$ cat config.mk
export PLATFORM = sky130hd
export DESIGN_NAME = sector_patgen
export DESIGN_NICKNAME = d
export VERILOG_FILES = /design/src/rtl/sector_patgen_pkg.sv /design/src/rtl/sector_patgen_seq.sv /design/src/rtl/sector_patgen_word.sv /design/src/rtl/sector_patgen_cmp.sv /design/src/rtl/sector_patgen.sv
export SDC_FILE = /design/constraint.sdc
export NUM_CORES = 1
export LEC_CHECK = 0
export BUFFER_PORTS_ARGS = -buffer_cell sky130_fd_sc_hd__clkbuf_2
export CAP_MARGIN = 20
export CORE_MARGIN = 8
export CORE_UTILIZATION = 60
export CTS_CLUSTER_SIZE = 28
export DETAILED_ROUTE_END_ITERATION = 6
export GPL_TIMING_DRIVEN = 0
export PLACE_DENSITY = 0.95
export SLEW_MARGIN = 10
export SYNTH_ARGS = -nofsm -noshare
export SYNTH_HDL_FRONTEND = slang
export SYNTH_SLANG_ARGS = --single-unit
$ cat constraint.sdc
create_clock -name clk -period 6.83 [get_ports clk]
set_input_delay 0.3415 -clock clk [delete_from_list [all_inputs] [get_ports clk]]
set_output_delay 0.3415 -clock clk [all_outputs]
set_load 0.02 [all_outputs]
$ cat src/rtl/sector_patgen_pkg.sv
package sector_patgen_pkg;

   localparam int unsigned WORD_W = 32;

   typedef enum logic [2:0] {
      PAT_INC  = 3'b000,
      PAT_DEC  = 3'b001,
      PAT_ZERO = 3'b010,
      PAT_ONE  = 3'b011,
      PAT_LFSR = 3'b100
   } pat_sel_e;

   // One step of the x^31 + x^21 + x + 1 shift sequence
   function automatic logic [WORD_W-1:0] lfsr_advance(input logic [WORD_W-1:0] s);
      return {s[WORD_W-2:0], s[30] ^ s[20] ^ s[0]};
   endfunction

endpackage

$ cat src/rtl/sector_patgen_seq.sv
module sector_patgen_seq
   import sector_patgen_pkg::*;
#(
   parameter int unsigned LBA_W     = 48,
   parameter int unsigned SEC_WORDS = 128,
   localparam int unsigned WIDX_W   = $clog2(SEC_WORDS),
   localparam int unsigned CNT_W    = LBA_W + WIDX_W
) (
   input  logic              clk,
   input  logic              rst_n,
   input  logic              start_i,
   input  logic              rd_mode_i,
   input  logic [LBA_W-1:0]  start_lba_i,
   input  logic [LBA_W-1:0]  sec_cnt_i,
   input  logic [2:0]        patt_i,
   input  logic              afull_i,
   input  logic              empty_i,
   output logic              busy_o,
   output logic              wr_en_o,
   output logic              rd_en_o,
   output logic              start_ok_o,
   output logic [LBA_W-1:0]  lba_o,
   output logic [WIDX_W-1:0] widx_o,
   output logic [CNT_W-1:0]  cnt_o,
   output pat_sel_e          patt_o
);

   logic             active_q;
   logic             rd_q;
   pat_sel_e         patt_q;
   logic [LBA_W-1:0] lba_q;
   logic [CNT_W-1:0] cnt_q;
   logic [CNT_W-1:0] end_q;
   logic             step;
   logic             last_word;
   logic [CNT_W-1:0] cnt_nxt;

   assign start_ok_o = start_i & ~active_q;
   assign wr_en_o    = active_q & ~rd_q & ~afull_i;
   assign rd_en_o    = active_q &  rd_q & ~empty_i;
   assign step       = wr_en_o | rd_en_o;
   assign cnt_nxt    = cnt_q + CNT_W'(1);
   assign last_word  = (cnt_q[WIDX_W-1:0] == WIDX_W'(SEC_WORDS - 1));

   always_ff @(posedge clk) begin
      if (!rst_n) begin
         active_q <= 1'b0;
         rd_q     <= 1'b0;
         patt_q   <= PAT_INC;
         lba_q    <= '0;
         cnt_q    <= '0;
         end_q    <= '0;
      end else if (start_ok_o) begin
         active_q <= (sec_cnt_i != '0);
         rd_q     <= rd_mode_i;
         patt_q   <= pat_sel_e'(patt_i);
         lba_q    <= start_lba_i;
         cnt_q    <= '0;
         end_q    <= {sec_cnt_i, {WIDX_W{1'b0}}};
      end else if (step) begin
         cnt_q <= cnt_nxt;
         if (last_word) lba_q <= lba_q + LBA_W'(1);
         if (cnt_nxt == end_q) active_q <= 1'b0;
      end
   end

   assign busy_o = active_q;
   assign lba_o  = lba_q;
   assign widx_o = cnt_q[WIDX_W-1:0];
   assign cnt_o  = cnt_q;
   assign patt_o = patt_q;

endmodule

$ cat src/rtl/sector_patgen_word.sv
module sector_patgen_word
   import sector_patgen_pkg::*;
#(
   parameter int unsigned LBA_W     = 48,
   parameter int unsigned SEC_WORDS = 128,
   parameter bit          LFSR_EN   = 1'b1,
   localparam int unsigned WIDX_W   = $clog2(SEC_WORDS),
   localparam int unsigned LOW_W    = WORD_W - WIDX_W
) (
   input  logic              clk,
   input  logic              rst_n,
   input  logic              step_i,
   input  logic [LBA_W-1:0]  lba_i,
   input  logic [WIDX_W-1:0] widx_i,
   input  pat_sel_e          patt_i,
   output logic [WORD_W-1:0] word_o
);

   logic [WORD_W-1:0] hdr0;
   logic [WORD_W-1:0] hdr1;
   logic [WORD_W-1:0] ramp;
   logic [WORD_W-1:0] lfsr_word;

   // Header halves: address width picks the split
   if (LBA_W > WORD_W) begin : g_hdr_wide
      assign hdr0 = lba_i[WORD_W-1:0];
      assign hdr1 = WORD_W'(lba_i[LBA_W-1:WORD_W]);
   end else begin : g_hdr_narrow
      assign hdr0 = WORD_W'(lba_i);
      assign hdr1 = '0;
   end

   assign ramp = {lba_i[LOW_W-1:0], widx_i};

   // Sequence register, reseeded from the header on word 1
   if (LFSR_EN) begin : g_lfsr
      logic [WORD_W-1:0] lfsr_q;
      always_ff @(posedge clk) begin
         if (!rst_n)
            lfsr_q <= '0;
         else if (step_i)
            lfsr_q <= lfsr_advance((widx_i == WIDX_W'(1)) ? hdr0 : lfsr_q);
      end
      assign lfsr_word = lfsr_q;
   end else begin : g_no_lfsr
      assign lfsr_word = '0;
   end

   always_comb begin
      if (widx_i == '0)
         word_o = hdr0;
      else if (widx_i == WIDX_W'(1))
         word_o = hdr1;
      else begin
         case (patt_i)
            PAT_INC:  word_o = ramp;
            PAT_DEC:  word_o = ~ramp;
            PAT_ZERO: word_o = '0;
            PAT_ONE:  word_o = '1;
            PAT_LFSR: word_o = lfsr_word;
            default:  word_o = '0;
         endcase
      end
   end

endmodule

$ cat src/rtl/sector_patgen_cmp.sv
module sector_patgen_cmp
   import sector_patgen_pkg::*;
#(
   parameter int unsigned LBA_W     = 48,
   parameter int unsigned SEC_WORDS = 128,
   localparam int unsigned WIDX_W   = $clog2(SEC_WORDS),
   localparam int unsigned ADDR_W   = LBA_W + WIDX_W + 2
) (
   input  logic              clk,
   input  logic              rst_n,
   input  logic              clear_i,
   input  logic              rd_en_i,
   input  logic [WORD_W-1:0] got_i,
   input  logic [WORD_W-1:0] exp_i,
   input  logic [LBA_W-1:0]  lba_i,
   input  logic [WIDX_W-1:0] widx_i,
   output logic              fail_o,
   output logic [ADDR_W-1:0] addr_o,
   output logic [WORD_W-1:0] exp_o,
   output logic [WORD_W-1:0] got_o
);

   logic              fail_q;
   logic [ADDR_W-1:0] addr_q;
   logic [WORD_W-1:0] exp_q;
   logic [WORD_W-1:0] got_q;
   logic              miss;

   assign miss = rd_en_i && (got_i != exp_i);

   always_ff @(posedge clk) begin
      if (!rst_n || clear_i) begin
         fail_q <= 1'b0;
         addr_q <= '0;
         exp_q  <= '0;
         got_q  <= '0;
      end else if (miss && !fail_q) begin
         fail_q <= 1'b1;
         addr_q <= {lba_i, widx_i, 2'b00};
         exp_q  <= exp_i;
         got_q  <= got_i;
      end
   end

   assign fail_o = fail_q;
   assign addr_o = addr_q;
   assign exp_o  = exp_q;
   assign got_o  = got_q;

endmodule

$ cat src/rtl/sector_patgen.sv
module sector_patgen
   import sector_patgen_pkg::*;
#(
   parameter int unsigned LBA_W     = 48,
   parameter int unsigned SEC_WORDS = 128,
   parameter bit          LFSR_EN   = 1'b1,
   localparam int unsigned WIDX_W   = $clog2(SEC_WORDS),
   localparam int unsigned CNT_W    = LBA_W + WIDX_W,
   localparam int unsigned BYTE_W   = CNT_W + 2
) (
   input  logic              clk,
   input  logic              rst_n,
   input  logic              start_i,
   input  logic              rd_mode_i,
   input  logic [LBA_W-1:0]  start_lba_i,
   input  logic [LBA_W-1:0]  sector_cnt_i,
   input  logic [2:0]        patt_sel_i,
   input  logic              wr_afull_i,
   output logic              wr_en_o,
   output logic [WORD_W-1:0] wr_data_o,
   input  logic              rd_empty_i,
   output logic              rd_en_o,
   input  logic [WORD_W-1:0] rd_data_i,
   output logic              busy_o,
   output logic              fail_o,
   output logic [BYTE_W-1:0] fail_addr_o,
   output logic [WORD_W-1:0] fail_exp_o,
   output logic [WORD_W-1:0] fail_got_o,
   output logic [BYTE_W-1:0] tested_bytes_o
);

   if (SEC_WORDS < 4 || (SEC_WORDS & (SEC_WORDS - 1)) != 0) begin : g_bad_sector
      $error("SEC_WORDS must be a power of two of at least 4");
   end
   if (LBA_W < WORD_W - WIDX_W || LBA_W > 2 * WORD_W) begin : g_bad_lba
      $error("LBA_W out of supported range");
   end

   logic              start_ok;
   logic [LBA_W-1:0]  lba;
   logic [WIDX_W-1:0] widx;
   logic [CNT_W-1:0]  cnt;
   pat_sel_e          patt;
   logic [WORD_W-1:0] exp_word;

   sector_patgen_seq #(.LBA_W(LBA_W), .SEC_WORDS(SEC_WORDS)) u_seq (
      .clk         (clk),
      .rst_n       (rst_n),
      .start_i     (start_i),
      .rd_mode_i   (rd_mode_i),
      .start_lba_i (start_lba_i),
      .sec_cnt_i   (sector_cnt_i),
      .patt_i      (patt_sel_i),
      .afull_i     (wr_afull_i),
      .empty_i     (rd_empty_i),
      .busy_o      (busy_o),
      .wr_en_o     (wr_en_o),
      .rd_en_o     (rd_en_o),
      .start_ok_o  (start_ok),
      .lba_o       (lba),
      .widx_o      (widx),
      .cnt_o       (cnt),
      .patt_o      (patt)
   );

   sector_patgen_word #(.LBA_W(LBA_W), .SEC_WORDS(SEC_WORDS), .LFSR_EN(LFSR_EN)) u_word (
      .clk    (clk),
      .rst_n  (rst_n),
      .step_i (wr_en_o | rd_en_o),
      .lba_i  (lba),
      .widx_i (widx),
      .patt_i (patt),
      .word_o (exp_word)
   );

   sector_patgen_cmp #(.LBA_W(LBA_W), .SEC_WORDS(SEC_WORDS)) u_cmp (
      .clk     (clk),
      .rst_n   (rst_n),
      .clear_i (start_ok),
      .rd_en_i (rd_en_o),
      .got_i   (rd_data_i),
      .exp_i   (exp_word),
      .lba_i   (lba),
      .widx_i  (widx),
      .fail_o  (fail_o),
      .addr_o  (fail_addr_o),
      .exp_o   (fail_exp_o),
      .got_o   (fail_got_o)
   );

   assign wr_data_o      = exp_word;
   assign tested_bytes_o = {cnt, 2'b00};

endmodule

=== After elaboration in Yosys (flattened, before gate mapping) ===
Cells that the tools add are included.

* $add $sub $neg: 2
* Eq/ne operators: 7
* Mux-type cells: 10
* Bitwise logic cells: 14
* Reduce and logical (&&, ||, !) cells: 14

{| class="wikitable"
|+ Operators by type and width
! operator !! number
|-
| $mux 48 || 3
|-
| $pmux 32 s4 || 1
|-
| $mux 32 || 2
|-
| $add 55x1->55 const B || 1
|-
| $eq 55x55->1 || 1
|-
| $add 48x1->48 const B || 1
|-
| $reduce_bool 48->1 || 1
|-
| $ne 32x32->1 || 1
|-
| $not 32->32 || 1
|-
| $mux 31 || 1
|-
| $eq 7x1->1 const B || 1
|-
| $eq 7x7->1 const B || 1
|-
| $logic_not 7->1 || 1
|-
| $reduce_bool 2->1 || 3
|-
| $and 1x1->1 || 5
|-
| $not 1->1 || 5
|-
| $reduce_and 2->1 || 2
|-
| $eq 3x1->1 const B || 1
|-
| $eq 3x2->1 const B || 1
|-
| $eq 3x3->1 const B || 1
|-
| $logic_not 3->1 || 1
|-
| $mux 1 || 3
|-
| $logic_and 1x1->1 || 2
|-
| $logic_not 1->1 || 2
|-
| 4 further kinds || 5
|}

* Register bits: 308
* Bits of input ports: 137
* Output and inout bits: 214
* Logic and storage cells: 58

=== Logic depth before layout (Yosys ltp) ===
* Depth after elaboration: 7
* Gate-level depth with buffers: 15
* Gate-level depth less buffers: 11

=== Modules after synthesis ===
A second synthesis with hierarchy kept.

* Cell total of the unflattened synthesis: 2129
* Area, all modules: 16671.0 um^2

{| class="wikitable"
|+ Modules (own cells, without submodules)
! module !! times used !! cells an instance !! area an instance (um^2) !! sequential area each (um^2)
|-
| sector_patgen_seq || 1 || 1154 || 8754.6 || 3123.0
|-
| sector_patgen_cmp || 1 || 566 || 5104.9 || 2402.3
|-
| sector_patgen_word || 1 || 405 || 2786.4 || 640.6
|-
| sector_patgen || 1 || 4 || 25.0 || 0.0
|}

=== Worst setup path after synthesis ===
OpenSTA, ideal clock, no wires.

* Path kind: register -> register
* Start point: register u_seq.cnt_q[1], in the netlist u_seq.cnt_o[1]
* End point: register u_cmp.exp_q[15], in the netlist u_cmp.exp_o[15]
* Setup time: 0.072 ns
* Data arrival time: 3.414 ns
* Required time: 6.758 ns
* Setup slack: 3.344 ns
* Stages on the path, launching flop included: 15
* Path buffers: 3
* Clock period less this slack: 3.486 ns
* Cells stage by stage: dfxtp_1 -> inv_1 -> ha_1 -> nor2b_1 -> nand2_1 -> clkbuf_1 -> nor3_1 -> a311oi_1 -> a22oi_1 -> nand3_1 -> nor4_2 -> a211oi_2 -> buf_6 -> buf_6 -> mux2i_1

* Elaborated cells between the ends (all ways): 9
* Those cells by class: eq/ne: 2; mux: 3; bitwise: 1; reduce/logical: 3

{| class="wikitable"
|+ RTL lines
! what !! RTL line !! source
|-
| start: declaration || sector_patgen_seq.sv:32 || <nowiki>logic [CNT_W-1:0] cnt_q;</nowiki>
|-
| start signal: assignment || sector_patgen_seq.sv:61 || <nowiki>cnt_q <= cnt_nxt;</nowiki>
|-
| $eq 7x1->1 || sector_patgen_word.sv:52 || <nowiki>else if (widx_i == WIDX_W'(1))</nowiki>
|-
| $mux 32 || sector_patgen_word.sv:52 ||
|-
| $mux 32 * || sector_patgen_word.sv:50 || <nowiki>if (widx_i == '0)</nowiki>
|-
| net wr_data_o[15] || sector_patgen.sv:20 || <nowiki>output logic [WORD_W-1:0] wr_data_o,</nowiki>
|-
| $ne 32x32->1 || sector_patgen_cmp.sv:29 || <nowiki>assign miss = rd_en_i && (got_i != exp_i);</nowiki>
|-
| $logic_and 1x1->1 || sector_patgen_cmp.sv:29 ||
|-
| $logic_and 1x1->1 || sector_patgen_cmp.sv:37 || <nowiki>end else if (miss && !fail_q) begin</nowiki>
|-
| end signal: assignment || sector_patgen_cmp.sv:40 || <nowiki>exp_q <= exp_i;</nowiki>
|-
| end: declaration || sector_patgen_cmp.sv:25 || <nowiki>logic [WORD_W-1:0] exp_q;</nowiki>
|}

The timed path passes the listed nets; every way through them passes the cells marked *.
A chain may end at the register's enable or synchronous reset.

=== Worst setup path in the final report ===
* Start point: register u_seq.cnt_q[5], in the netlist u_seq.cnt_o[5]
* End point: register u_seq.active_q, in the netlist u_seq.busy_o

* Cells in the longest elaborated chain, start to end: 4

{| class="wikitable"
|+ Ends and longest elaborated chain
! what !! RTL line !! source
|-
| $add 55x1->55 || sector_patgen_seq.sv:42 || <nowiki>assign cnt_nxt = cnt_q + CNT_W'(1);</nowiki>
|-
| $eq 55x55->1 || sector_patgen_seq.sv:63 || <nowiki>if (cnt_nxt == end_q) active_q <= 1'b0;</nowiki>
|-
| $reduce_bool 2->1 (no source line) || n/a ||
|-
| $reduce_and 2->1 (no source line) || n/a ||
|-
| end signal: assignment || sector_patgen_seq.sv:54 || <nowiki>active_q <= (sec_cnt_i != '0);</nowiki>
|-
| end: declaration || sector_patgen_seq.sv:28 || <nowiki>logic active_q;</nowiki>
|}

No other way between the ends.

==> metrics.cfg <==
[synthesis]
yosysSeqAreaShare=0.356
syn_inst=2293
synth_area_mm2=0.0173
yosys.area.top_type=dfxtp_1
synth-seq-cells=308
synth_area_leaders=dfxtp_1, nand2_1, mux2i_1, a21oi_1, xnor2_1
synth_edf_count=0
synthArstFlopShare=0
synth_cell_types=81
syn_area_per_cell_um2=7.54
synth_top_area_share=0.356
synth_ff_type=dfxtp_1
yosysWarnings=0

[worst_setup_path]
critPathRequiredTime_ns=7.21
r2r-start=u_seq.cnt_o[5]
cp_num_buf_inv=1
max_stage_delay_ns=1.01
crit_start=u_seq.cnt_o[5]
path_max_fanout=10
crit_path_top_delay_cell=nor3_1
crit_path_cell_trace=clkbuf_1 > nand4_1 > nor4_2 > nand2_1 > nor3_1 > mux2_2 > a2111oi_0 > a31oi_1
worstSetupPathType=flop to flop
endpoint_kind=flop
cp_top_family=simple AND/OR/NAND/NOR gates
cp.arrival_ns=5.34
start_kind=flop

[floorplanning]
dieWidth_um=186
fp.dieArea_mm2=0.0345
placementRows=62
core_area_mm2=0.0285
start_util=0.606
die_y_um=186
ios=351

[clock_tree]
cts_max_path_buffers=3
cts_made_buffers=34
clk_pin_slew_ns=0.07
post_cts_buffers=0
h-tree-depth=2
cts_tree=built
cts_hold_buf=0
cts_resized=0
clk_latency_ns=0.53
clock-sinks=308
cts_root_buffer=clkbuf_16

[final_layout]
area.growth.synth_to_final_pct=19.6
antenna_cells=0
stdcell_count=3085
nNetsFinal=2820
drive_gt1_frac=0.167

[global_routing]
grt_pass1_wl_um=113000
grt.total_usage=0.427
gr-total-overflow=0
grt_pass1_vias=19000
grt_max_degree=14
antenna_found_initial=2

[timing]
finalClockSkew_ns=0.0282
min_period_ns=4.96
slew_headroom=0.236
finalWorstSetupSlack_ns=1.87
fin_crit_sh=0.726
tns_ns=0
setup_viol=0
hold_violations=0
rsz0062_at_grt=false
drv_slew=0
fmax_ghz=0.202
tightest_slew_ns=1.14

[drt]
dr.pass1.iters=7
via_count=20200
wire_per_inst_um=24.9
vias_per_cell=6.55
drtIter0Drc=2771
route.detailed.drc=0
wirelength_um=77000
drtAntennaViolNets=0

[placed_design]
dp_cells=3026
io_buffers=346
hpwl_um=59200
place_ws_ns=2.22
place_congestion=1.02

[hold_path]
holdCritStartpoint=start_lba_i[25]
min_path_type=input port to flop

[power]
ir_drop_v=0.000236
p_leak_nw=7.72
p_per_area_mw_per_mm2=223

[run_status]
run_status=complete, no violations

[flow_run]
cap_violations=0

## cells in the final DEF, fill, tap and decap left out, drive strengths merged, types with 20 or more instances in the layout
cell / netlist / final
a222oi: 20 / 20
nor2: 179 / 179
nor3: 36 / 36
nand2b: 30 / 30
or3: 25 / 25
o21ai: 88 / 88
buf: 40 / 40
inv: 42 / 44
mux2i: 130 / 130
xnor2: 81 / 81
a21oi: 152 / 152
xor2: 53 / 53
dfxtp: 308 / 308
nand2: 545 / 545
nor2b: 33 / 33
a311oi: 34 / 34
nand3: 66 / 66
clkbuf: 149 / 545
nor4: 36 / 36
nand4: 37 / 37
## state kept, by name, indices dropped and copies added (netlist names)
name / count
u_cmp.addr_o: 55
u_seq.cnt_o: 55
u_seq.end_q: 48
u_seq.lba_o: 48
u_cmp.exp_o: 32
u_cmp.got_o: 32
u_word.g_lfsr.lfsr_q: 32
u_seq.patt_o: 3
u_cmp.fail_o: 1
u_seq.busy_o: 1
u_seq.rd_q: 1
## logic make-up after synthesis
logic type | share of synthesized area
simple gates | 0.270
compound gates | 0.165
flops | 0.356
buf+inv | 0.0584
mux | 0.0791
xor+xnor | 0.0678
fa+ha+maj | 0.00362
other cells | 0.000217
## cells in the mapped netlist, drive strengths merged, types with 33 or more instances
master / n
nand2: 545
dfxtp: 308
nor2: 179
a21oi: 152
clkbuf: 149
mux2i: 130
o21ai: 88
xnor2: 81
nand3: 66
xor2: 53
inv: 42
buf: 40
nand4: 37
nor3: 36
nor4: 36
a311oi: 34
nor2b: 33
## per-stage QoR
| stage | hold slack [ns] | cell area, um2 | total power, W | utilization |
|---|---|---|---|---|
| floorplan | 0.445 | 17300 | 0.00234 | - |
| global placement | 0.441 | 19500 | 0.00263 | 0.684 |
| detailed placement | 0.447 | 19500 | 0.00264 | 0.684 |
| CTS | 0.0444 | 20700 | 0.00456 | 0.725 |
| global route | 0.0627 | 20700 | 0.00471 | 0.725 |
| finish | 0.0366 | 20700 | 0.00461 | 0.725 |
## tightest hold or removal path: stages
cell and delay [ns]:
clkbuf_2 0.09, nand2_1 0.05, a21oi_1 0.05
## per-layer routing
layer	routed length (um)	share of wire	vias to the layer above	GRT usage
met5	25	0.00032	-	0
met4	5420	0.070	4	0.254
met3	11000	0.14	359	0.117
met2	32400	0.42	1692	0.651
met1	28100	0.37	9387	0.534
li1	-	-	8752	-
## cell type report
type,instances,area [um2]
Buffer,189,850
Clock buffer,50,981
Clock inverter,9,189
Fill cell,2250,7860
Inverter,43,161
Multi-Input combinational cell,1756,10100
Sequential cell,308,6170
Tap cell,384,480
Timing Repair Buffer,346,1730
## power breakdown
group	switching, W	internal [W]	total [W]
registers	0.0000699	0.00185	0.00192
logic	0.000507	0.000222	0.000728
clock network	0.000773	0.00119	0.00196
total	0.00135	0.00326	0.00461
## path summary, 6_finish.rpt
| check | endpoint | slack [ns] | cells after the start |
|---|---|---|---|
| setup / recovery | u_seq.busy_o | 1.87 | 8 |
| setup reg to reg | u_seq.busy_o | 1.87 | 8 |
| hold / removal | u_seq.lba_o[25] | 0.04 | 3 |
| hold reg to reg | u_cmp.got_o[22] | 0.45 | 2 |
(Power assumes the default switching activity.)
